**src/rtl/led_ser_pkg.sv**
```systemverilog
`timescale 1ns/1ps
// Shared types for the LED waveform serializer.
// Assumes: nothing beyond IEEE 1800-2017 packages.
package led_ser_pkg;

    // Phase of the per-bit pulse generator
    typedef enum logic [1:0] {
        PH_IDLE = 2'd0,
        PH_HI   = 2'd1,
        PH_LO   = 2'd2
    } bit_phase_e;

    // Frame sequencer state
    typedef enum logic [1:0] {
        ST_IDLE = 2'd0,
        ST_RUN  = 2'd1,
        ST_GAP  = 2'd2
    } frame_state_e;

    // Transmitted channel order codes
    typedef enum logic [2:0] {
        ORD_RGB = 3'd0,
        ORD_RBG = 3'd1,
        ORD_GRB = 3'd2,
        ORD_GBR = 3'd3,
        ORD_BRG = 3'd4,
        ORD_BGR = 3'd5
    } chan_order_e;

endpackage

```
**src/rtl/led_chan_order.sv**
```systemverilog
`timescale 1ns/1ps
// Permutes the three colour bytes of a pixel word into transmit order.
// Assumes: input fields are first/second/third channel from the top byte
// down; unknown codes fall back to the identity order.
module led_chan_order
    import led_ser_pkg::*;
#(
    parameter int CH_W = 8
) (
    input  logic [3*CH_W-1:0] pix_in,
    input  logic [2:0]        sel,
    output logic [3*CH_W-1:0] pix_out
);
    logic [CH_W-1:0] c_r, c_g, c_b;

    assign c_r = pix_in[3*CH_W-1:2*CH_W];
    assign c_g = pix_in[2*CH_W-1:CH_W];
    assign c_b = pix_in[CH_W-1:0];

    // Select the byte permutation for the current order code
    always_comb begin
        case (chan_order_e'(sel))
            ORD_RBG: pix_out = {c_r, c_b, c_g};
            ORD_GRB: pix_out = {c_g, c_r, c_b};
            ORD_GBR: pix_out = {c_g, c_b, c_r};
            ORD_BRG: pix_out = {c_b, c_r, c_g};
            ORD_BGR: pix_out = {c_b, c_g, c_r};
            default: pix_out = {c_r, c_g, c_b};
        endcase
    end
endmodule

```
**src/rtl/led_bit_engine.sv**
```systemverilog
`timescale 1ns/1ps
// Shifts one pixel out MSB first as high/low pulse pairs whose lengths
// depend on the bit value. A new word may be loaded when idle or in the
// last cycle of the final bit, giving gapless back-to-back pixels.
// Assumes: load is only asserted when busy is low or last is high.
module led_bit_engine
    import led_ser_pkg::*;
#(
    parameter int CH_W  = 8,
    parameter int T1H_W = 6,
    parameter int T1L_W = 5,
    parameter int T0H_W = 5,
    parameter int T0L_W = 6
) (
    input  logic               clk,
    input  logic               rst_n,
    input  logic               abort,
    input  logic               load,
    input  logic [3*CH_W-1:0]  data,
    input  logic [T1H_W-1:0]   t1_hi,
    input  logic [T1L_W-1:0]   t1_lo,
    input  logic [T0H_W-1:0]   t0_hi,
    input  logic [T0L_W-1:0]   t0_lo,
    output logic               busy,
    output logic               last,
    output logic               line
);
    localparam int PIX_W = 3 * CH_W;
    localparam int W_ONE = (T1H_W > T1L_W) ? T1H_W : T1L_W;
    localparam int W_ZER = (T0H_W > T0L_W) ? T0H_W : T0L_W;
    localparam int CNT_W = (W_ONE > W_ZER) ? W_ONE : W_ZER;
    localparam int BIT_W = $clog2(PIX_W);

    bit_phase_e        ph;
    logic [CNT_W-1:0]  cnt;
    logic [PIX_W-1:0]  sr;
    logic [BIT_W-1:0]  bits;
    logic [CNT_W-1:0]  d1h, d1l, d0h, d0l;
    logic [CNT_W-1:0]  hi_load, hi_next, lo_cur;

    // Reload values: programmed count minus one, zero behaving as one
    always_comb begin
        d1h = (t1_hi == '0) ? '0 : CNT_W'(t1_hi) - 1'b1;
        d1l = (t1_lo == '0) ? '0 : CNT_W'(t1_lo) - 1'b1;
        d0h = (t0_hi == '0) ? '0 : CNT_W'(t0_hi) - 1'b1;
        d0l = (t0_lo == '0) ? '0 : CNT_W'(t0_lo) - 1'b1;
        hi_load = data[PIX_W-1]  ? d1h : d0h;
        hi_next = sr[PIX_W-2]    ? d1h : d0h;
        lo_cur  = sr[PIX_W-1]    ? d1l : d0l;
    end

    assign busy = (ph != PH_IDLE);
    assign last = (ph == PH_LO) && (cnt == '0) && (bits == '0);

    // Pulse sequencer: high phase, low phase, next bit or next word
    always_ff @(posedge clk) begin
        if (!rst_n || abort) begin
            ph   <= PH_IDLE;
            cnt  <= '0;
            sr   <= '0;
            bits <= '0;
            line <= 1'b0;
        end else begin
            case (ph)
                PH_IDLE: begin
                    if (load) begin
                        sr   <= data;
                        bits <= BIT_W'(PIX_W - 1);
                        cnt  <= hi_load;
                        ph   <= PH_HI;
                        line <= 1'b1;
                    end
                end
                PH_HI: begin
                    if (cnt == '0) begin
                        cnt  <= lo_cur;
                        ph   <= PH_LO;
                        line <= 1'b0;
                    end else begin
                        cnt <= cnt - 1'b1;
                    end
                end
                PH_LO: begin
                    if (cnt != '0) begin
                        cnt <= cnt - 1'b1;
                    end else if (bits != '0) begin
                        sr   <= {sr[PIX_W-2:0], 1'b0};
                        bits <= bits - 1'b1;
                        cnt  <= hi_next;
                        ph   <= PH_HI;
                        line <= 1'b1;
                    end else if (load) begin
                        sr   <= data;
                        bits <= BIT_W'(PIX_W - 1);
                        cnt  <= hi_load;
                        ph   <= PH_HI;
                        line <= 1'b1;
                    end else begin
                        ph <= PH_IDLE;
                    end
                end
                default: ph <= PH_IDLE;
            endcase
        end
    end
endmodule

```
**src/rtl/led_gap_timer.sv**
```systemverilog
`timescale 1ns/1ps
// Counts the low latch gap that closes a frame.
// Assumes: start is a single-cycle strobe; a zero length behaves as one.
module led_gap_timer #(
    parameter int GAP_W = 20
) (
    input  logic             clk,
    input  logic             rst_n,
    input  logic             abort,
    input  logic             start,
    input  logic [GAP_W-1:0] len,
    output logic             fin
);
    logic             run;
    logic [GAP_W-1:0] cnt;

    assign fin = run && (cnt == '0);

    // Load on start, count down, stop after the final cycle
    always_ff @(posedge clk) begin
        if (!rst_n || abort) begin
            run <= 1'b0;
            cnt <= '0;
        end else if (start) begin
            run <= 1'b1;
            cnt <= (len == '0) ? '0 : len - 1'b1;
        end else if (fin) begin
            run <= 1'b0;
        end else if (run) begin
            cnt <= cnt - 1'b1;
        end
    end
endmodule

```
**src/rtl/led_wave_ser.sv**
```systemverilog
`timescale 1ns/1ps
// Top of the LED waveform serializer: frame sequencing around the channel
// permutation, the per-bit pulse engine and the latch gap timer.
// Assumes: configuration inputs are held steady while a frame runs.
module led_wave_ser
    import led_ser_pkg::*;
#(
    parameter int CH_W  = 8,
    parameter int T1H_W = 6,
    parameter int T1L_W = 5,
    parameter int T0H_W = 5,
    parameter int T0L_W = 6,
    parameter int GAP_W = 20,
    parameter int LEN_W = 13
) (
    input  logic               clk,
    input  logic               rst_n,
    input  logic               enable,
    input  logic [T1H_W-1:0]   t1_hi,
    input  logic [T1L_W-1:0]   t1_lo,
    input  logic [T0H_W-1:0]   t0_hi,
    input  logic [T0L_W-1:0]   t0_lo,
    input  logic [GAP_W-1:0]   gap_len,
    input  logic [2:0]         order_sel,
    input  logic [LEN_W-1:0]   frame_len,
    input  logic [3*CH_W-1:0]  pix_data,
    input  logic               pix_valid,
    output logic               pix_ready,
    output logic               led_out,
    output logic               frame_done
);
    localparam int PIX_W = 3 * CH_W;

    frame_state_e      st;
    logic [LEN_W-1:0]  left;
    logic [PIX_W-1:0]  pix_ord;
    logic              eng_busy, eng_last, gap_fin, hs, gap_start, abort;

    assign abort     = !enable;
    assign pix_ready = enable && (st == ST_RUN) && (left != '0) && (!eng_busy || eng_last);
    assign hs        = pix_ready && pix_valid;
    assign gap_start = enable && (st == ST_RUN) && eng_last && (left == '0);

    led_chan_order #(.CH_W(CH_W)) u_order (
        .pix_in (pix_data),
        .sel    (order_sel),
        .pix_out(pix_ord)
    );

    led_bit_engine #(
        .CH_W(CH_W), .T1H_W(T1H_W), .T1L_W(T1L_W), .T0H_W(T0H_W), .T0L_W(T0L_W)
    ) u_engine (
        .clk  (clk),
        .rst_n(rst_n),
        .abort(abort),
        .load (hs),
        .data (pix_ord),
        .t1_hi(t1_hi),
        .t1_lo(t1_lo),
        .t0_hi(t0_hi),
        .t0_lo(t0_lo),
        .busy (eng_busy),
        .last (eng_last),
        .line (led_out)
    );

    led_gap_timer #(.GAP_W(GAP_W)) u_gap (
        .clk  (clk),
        .rst_n(rst_n),
        .abort(abort),
        .start(gap_start),
        .len  (gap_len),
        .fin  (gap_fin)
    );

    // Frame sequencer: count words, hand over to the gap, pulse completion
    always_ff @(posedge clk) begin
        if (!rst_n) begin
            st         <= ST_IDLE;
            left       <= '0;
            frame_done <= 1'b0;
        end else begin
            frame_done <= 1'b0;
            if (!enable) begin
                st   <= ST_IDLE;
                left <= '0;
            end else begin
                case (st)
                    ST_IDLE: begin
                        if (frame_len != '0) begin
                            st   <= ST_RUN;
                            left <= frame_len;
                        end
                    end
                    ST_RUN: begin
                        if (hs)
                            left <= left - 1'b1;
                        else if (gap_start)
                            st <= ST_GAP;
                    end
                    ST_GAP: begin
                        if (gap_fin) begin
                            st         <= ST_IDLE;
                            frame_done <= 1'b1;
                        end
                    end
                    default: st <= ST_IDLE;
                endcase
            end
        end
    end
endmodule

```
**config.mk**
```make
export PLATFORM = sky130hd
export DESIGN_NAME = led_wave_ser
export DESIGN_NICKNAME = d
export VERILOG_FILES = /design/src/rtl/led_ser_pkg.sv /design/src/rtl/led_chan_order.sv /design/src/rtl/led_bit_engine.sv /design/src/rtl/led_gap_timer.sv /design/src/rtl/led_wave_ser.sv
export SDC_FILE = /design/constraint.sdc
export NUM_CORES = 1
export LEC_CHECK = 0
export BUFFER_PORTS_ARGS = -buffer_cell sky130_fd_sc_hd__buf_2
export CAP_MARGIN = 10
export CELL_PAD_IN_SITES_DETAIL_PLACEMENT = 1
export CELL_PAD_IN_SITES_GLOBAL_PLACEMENT = 2
export CORE_ASPECT_RATIO = 1.5
export CORE_UTILIZATION = 30
export CTS_CLUSTER_DIAMETER = 150
export DETAILED_ROUTE_END_ITERATION = 6
export PLACE_DENSITY_LB_ADDON = 0.15
export SYNTH_ARGS = -nofsm -noshare
export SYNTH_HDL_FRONTEND = slang
export SYNTH_SLANG_ARGS = --single-unit
```
**constraint.sdc**
```tcl
create_clock -name clk -period 2.35 [get_ports clk]
set_clock_uncertainty 0.15 [all_clocks]
set_input_delay 0.47 -clock clk [delete_from_list [all_inputs] [get_ports clk]]
set_output_delay 0.47 -clock clk [all_outputs]
set_load 0.01 [all_outputs]
```
==> impl_metrics.env <==
export IMPL_outcome="finished with violations"
export IMPL_failed_checks="negative setup slack"
export IMPL_ys_async_sr_fraction=0
export IMPL_grt_pass1_vias=7487
export IMPL_initial_utilization=0.308
export IMPL_clk_pin_slew_ns=0.06
export IMPL_cts_hold_buffers=0
export IMPL_final_cell_area_um2=8160
export IMPL_synth_main_ff_cell="sky130_fd_sc_hd__dfxtp_1"
export IMPL_post_route_period_util=1.00
export IMPL_cts_root_buf="sky130_fd_sc_hd__clkbuf_16"
export IMPL_port_buffers=88
export IMPL_cts_inserted_buffers=9
export IMPL_postPlaceCellArea_um2=7540
export IMPL_number_of_synthesized_flops_with_an_enable_pin=0
export IMPL_syn_num_nets=938
export IMPL_finalHoldWorstSlack_ns=0.332
export IMPL_slew_headroom=0.591
export IMPL_relative_area_change_from_synthesis_to_final_layout_pct=33.6
export IMPL_remaining_drc_errors=0
export IMPL_synth_seq_cells=75
export IMPL_worstSkewPairLatency_ns=0.35
export IMPL_critical_path_cell_chain="inv_1, ha_2, and3b_2, a31oi_4, nor3_4, buf_2"
export IMPL_num_antenna_cells=0
export IMPL_criticalPathCategory="flop to primary output"
export IMPL_hp_class="primary input to flop"
export IMPL_finalWorstSetupSlack_ns=-0.000672
export IMPL_die_width_um=119
export IMPL_drt_vias_per_instance=5.55
export IMPL_tightestPinTransition_ns=0.602
export IMPL_wirelength_mm=23.1
export IMPL_multi_input_area_um2=4520
export IMPL_gp_congestion=0.873
export IMPL_detail_route_wl_per_cell_um=18.1
export IMPL_peakVddDrop_v=0.000313
export IMPL_synth_yosys_seq_area_share=0.246
export IMPL_post_route_cells_drive_above_1_share=0.286
export IMPL_layout_nets=1115
export IMPL_dp_worst_setup_slack_ns=-0.174
export IMPL_leakagePower_nw=3.33
export IMPL_cp_max_fo=6
export IMPL_netlist_instances=835
export IMPL_synth_yosys_warnings=0
export IMPL_grt_pass1_wl_mm=36.9
export IMPL_core_area_um2=19900
export IMPL_boundaryPins=89
export IMPL_critPathCaptureType="primary output"
export IMPL_grt_overflow=0
export IMPL_die_area_um2=20900
export IMPL_power_per_cell_area_nw_per_um2=432
export IMPL_chipHeight_um=177
export IMPL_fmaxAchievable_mhz=425
export IMPL_cp_data_required_time_ns=1.73
export IMPL_area_of_the_mapped_netlist_um2=6110
export IMPL_ctsHtreeMaxLevel=3
export IMPL_finalWorstPathRequiredPeriod_ns=2.35
export IMPL_finalSetupViolCount=1
export IMPL_final_hold_viol_count=0
export IMPL_cap_viol_max_count=0
export IMPL_floorplan_rows=63
export IMPL_cp_slowest_stage_delay_ns=0.37
export IMPL_routed_via_count=7090
export IMPL_drtIter0Drc=304
export IMPL_place_detailed_hpwl_mm=18.0
export IMPL_slowest_stage="sky130_fd_sc_hd__dfxtp_1"
export IMPL_regArea_um2=1510
export IMPL_globalRouteTotalUtil=0.219
export IMPL_postRouteAntennaNets=0
export IMPL_cts_tree="done"
export IMPL_arrival_time_at_the_worst_endpoint_ns=1.73
export IMPL_cts_sink_count=75
export IMPL_setup_worst_path_start_class="flop"
export IMPL_clockBufferDepth=2
export IMPL_synth_cell_type_count=77
export IMPL_largest_net_degree_at_the_start_of_global_routing=43
export IMPL_n_fill_cell=2545
export IMPL_drt_pass1_iterations=4
export IMPL_setup_repair_after_global_routing_missed_its_margin="true"
export IMPL_grt_antenna_before_repair=0
export IMPL_slew_violations=0
export IMPL_postSynthAreaPerCell_um2=7.32
per-layer routing:
layer	vias to the layer above	global-route usage	wire (um)
met1	3432	0.236	9320
met2	141	0.428	12500
met3	42	0.0245	606
li1	3475	-	-
met4	0	0.0907	690
met5	-	0	0
cell families (layout without fill, tap and decap cells):
| kind of cell | count (synthesis) | after routing | share of synthesized area |
|---|---|---|---|
| XOR/XNOR | 26 | 26 | 0.0373 |
| buffers and inverters | 73 | 255 | 0.0475 |
| AND/OR/NAND/NOR | 356 | 356 | 0.290 |
| adder cells (fa/ha/maj) | 17 | 17 | 0.0348 |
| AO/OA/AOI/OAI | 259 | 259 | 0.294 |
| multiplexers | 29 | 29 | 0.0500 |
| flip-flops | 75 | 75 | 0.246 |
metrics by stage:
stage                     cells  utilization  power (mW)    TNS, ns
after floorplan             835            -        1.76    -0.0267
after global placement     1241        0.380        2.08     -0.321
after detailed placement   1241        0.380        2.11      -1.08
after CTS                  1264        0.400        3.52          0
after global routing       1277        0.411        3.68     -0.933
final                      1277        0.411        3.52  -0.000672
final timing paths:
path	endpoint	slack, ns	cells past startpoint	startpoint
setup / recovery	pix_ready	-0.0007	6	u_engine.ph[0]
hold / removal	left[10]	0.33	5	frame_len[10]
setup reg to reg	u_engine.cnt[2]	0.02	8	u_engine.ph[0]
hold reg to reg	u_engine.sr[18]	0.34	2	u_engine.sr[18]
registers in the layout, indices dropped and copies added, names as in the netlist:
name and count:
u_engine.sr 24, u_gap.cnt 20, left 13, u_engine.cnt 6, u_engine.bits 5, st 2, u_engine.ph 2, frame_done 1
u_engine.line 1, u_gap.run 1
cells in the final DEF (no fill, tap or decap), types with 14 or more instances in the layout:
cell type and count:
sky130_fd_sc_hd__nand2_1 99, sky130_fd_sc_hd__mux2i_1 19, sky130_fd_sc_hd__xor2_1 15, sky130_fd_sc_hd__a211oi_1 16, sky130_fd_sc_hd__buf_4 117, sky130_fd_sc_hd__a22oi_1 18, sky130_fd_sc_hd__nor2_1 98, sky130_fd_sc_hd__nor3_1 29
sky130_fd_sc_hd__dfxtp_1 71, sky130_fd_sc_hd__nor4_1 14, sky130_fd_sc_hd__inv_1 22, sky130_fd_sc_hd__a21oi_1 55, sky130_fd_sc_hd__o221ai_1 19, sky130_fd_sc_hd__nand3_1 20, sky130_fd_sc_hd__o21ai_0 50, sky130_fd_sc_hd__buf_2 88
synth_stat cells, drive strengths merged (12+ instances only):
| master | count | area [um2] |
|---|---|---|
| o21ai | 59 | 295 |
| mux2i | 20 | 204 |
| nor3 | 35 | 190 |
| clkbuf | 36 | 135 |
| ha | 17 | 213 |
| nor4 | 20 | 138 |
| a22oi | 19 | 143 |
| nand2 | 100 | 375 |
| nor2b | 12 | 75.1 |
| a21oi | 58 | 290 |
| nand2b | 14 | 87.6 |
| inv | 26 | 97.6 |
| dfxtp | 75 | 1500 |
| nand3 | 20 | 100 |
| a211oi | 17 | 128 |
| xor2 | 15 | 131 |
| o221ai | 20 | 175 |
| nor2 | 99 | 372 |
power by group:
group,internal (mW),switching (mW)
logic,0.369,0.468
registers,1.29,0.0196
clock network,0.733,0.641
total,2.39,1.13
critical path: cells and delay by family (launching register included):
family                   cells  cell delay, ns
flip-flops                   1            0.37
AO/OA/AOI/OAI                1            0.26
buffers and inverters        2            0.23
adder cells (fa/ha/maj)      1            0.22
AND/OR/NAND/NOR              2            0.31
what timing repair did:
item / in CTS / in global routing
setup endpoints to repair: 14 / 52
buffers inserted: 7 / 11
pin swaps: 10 / 18
resized for setup: 21 / 30
cloned: 0 / 2
hold endpoints to repair: 0 / 0
final cells by class:
class                      instances  area share
multi-input combinational        687       0.554
sequential                        75       0.185
timing repair buffer             212       0.174
tap                              260      0.0399
clock buffer                       9      0.0276
inverter                          27      0.0124
clock inverter                     7     0.00705
Power figures use the tool's default switching activity.
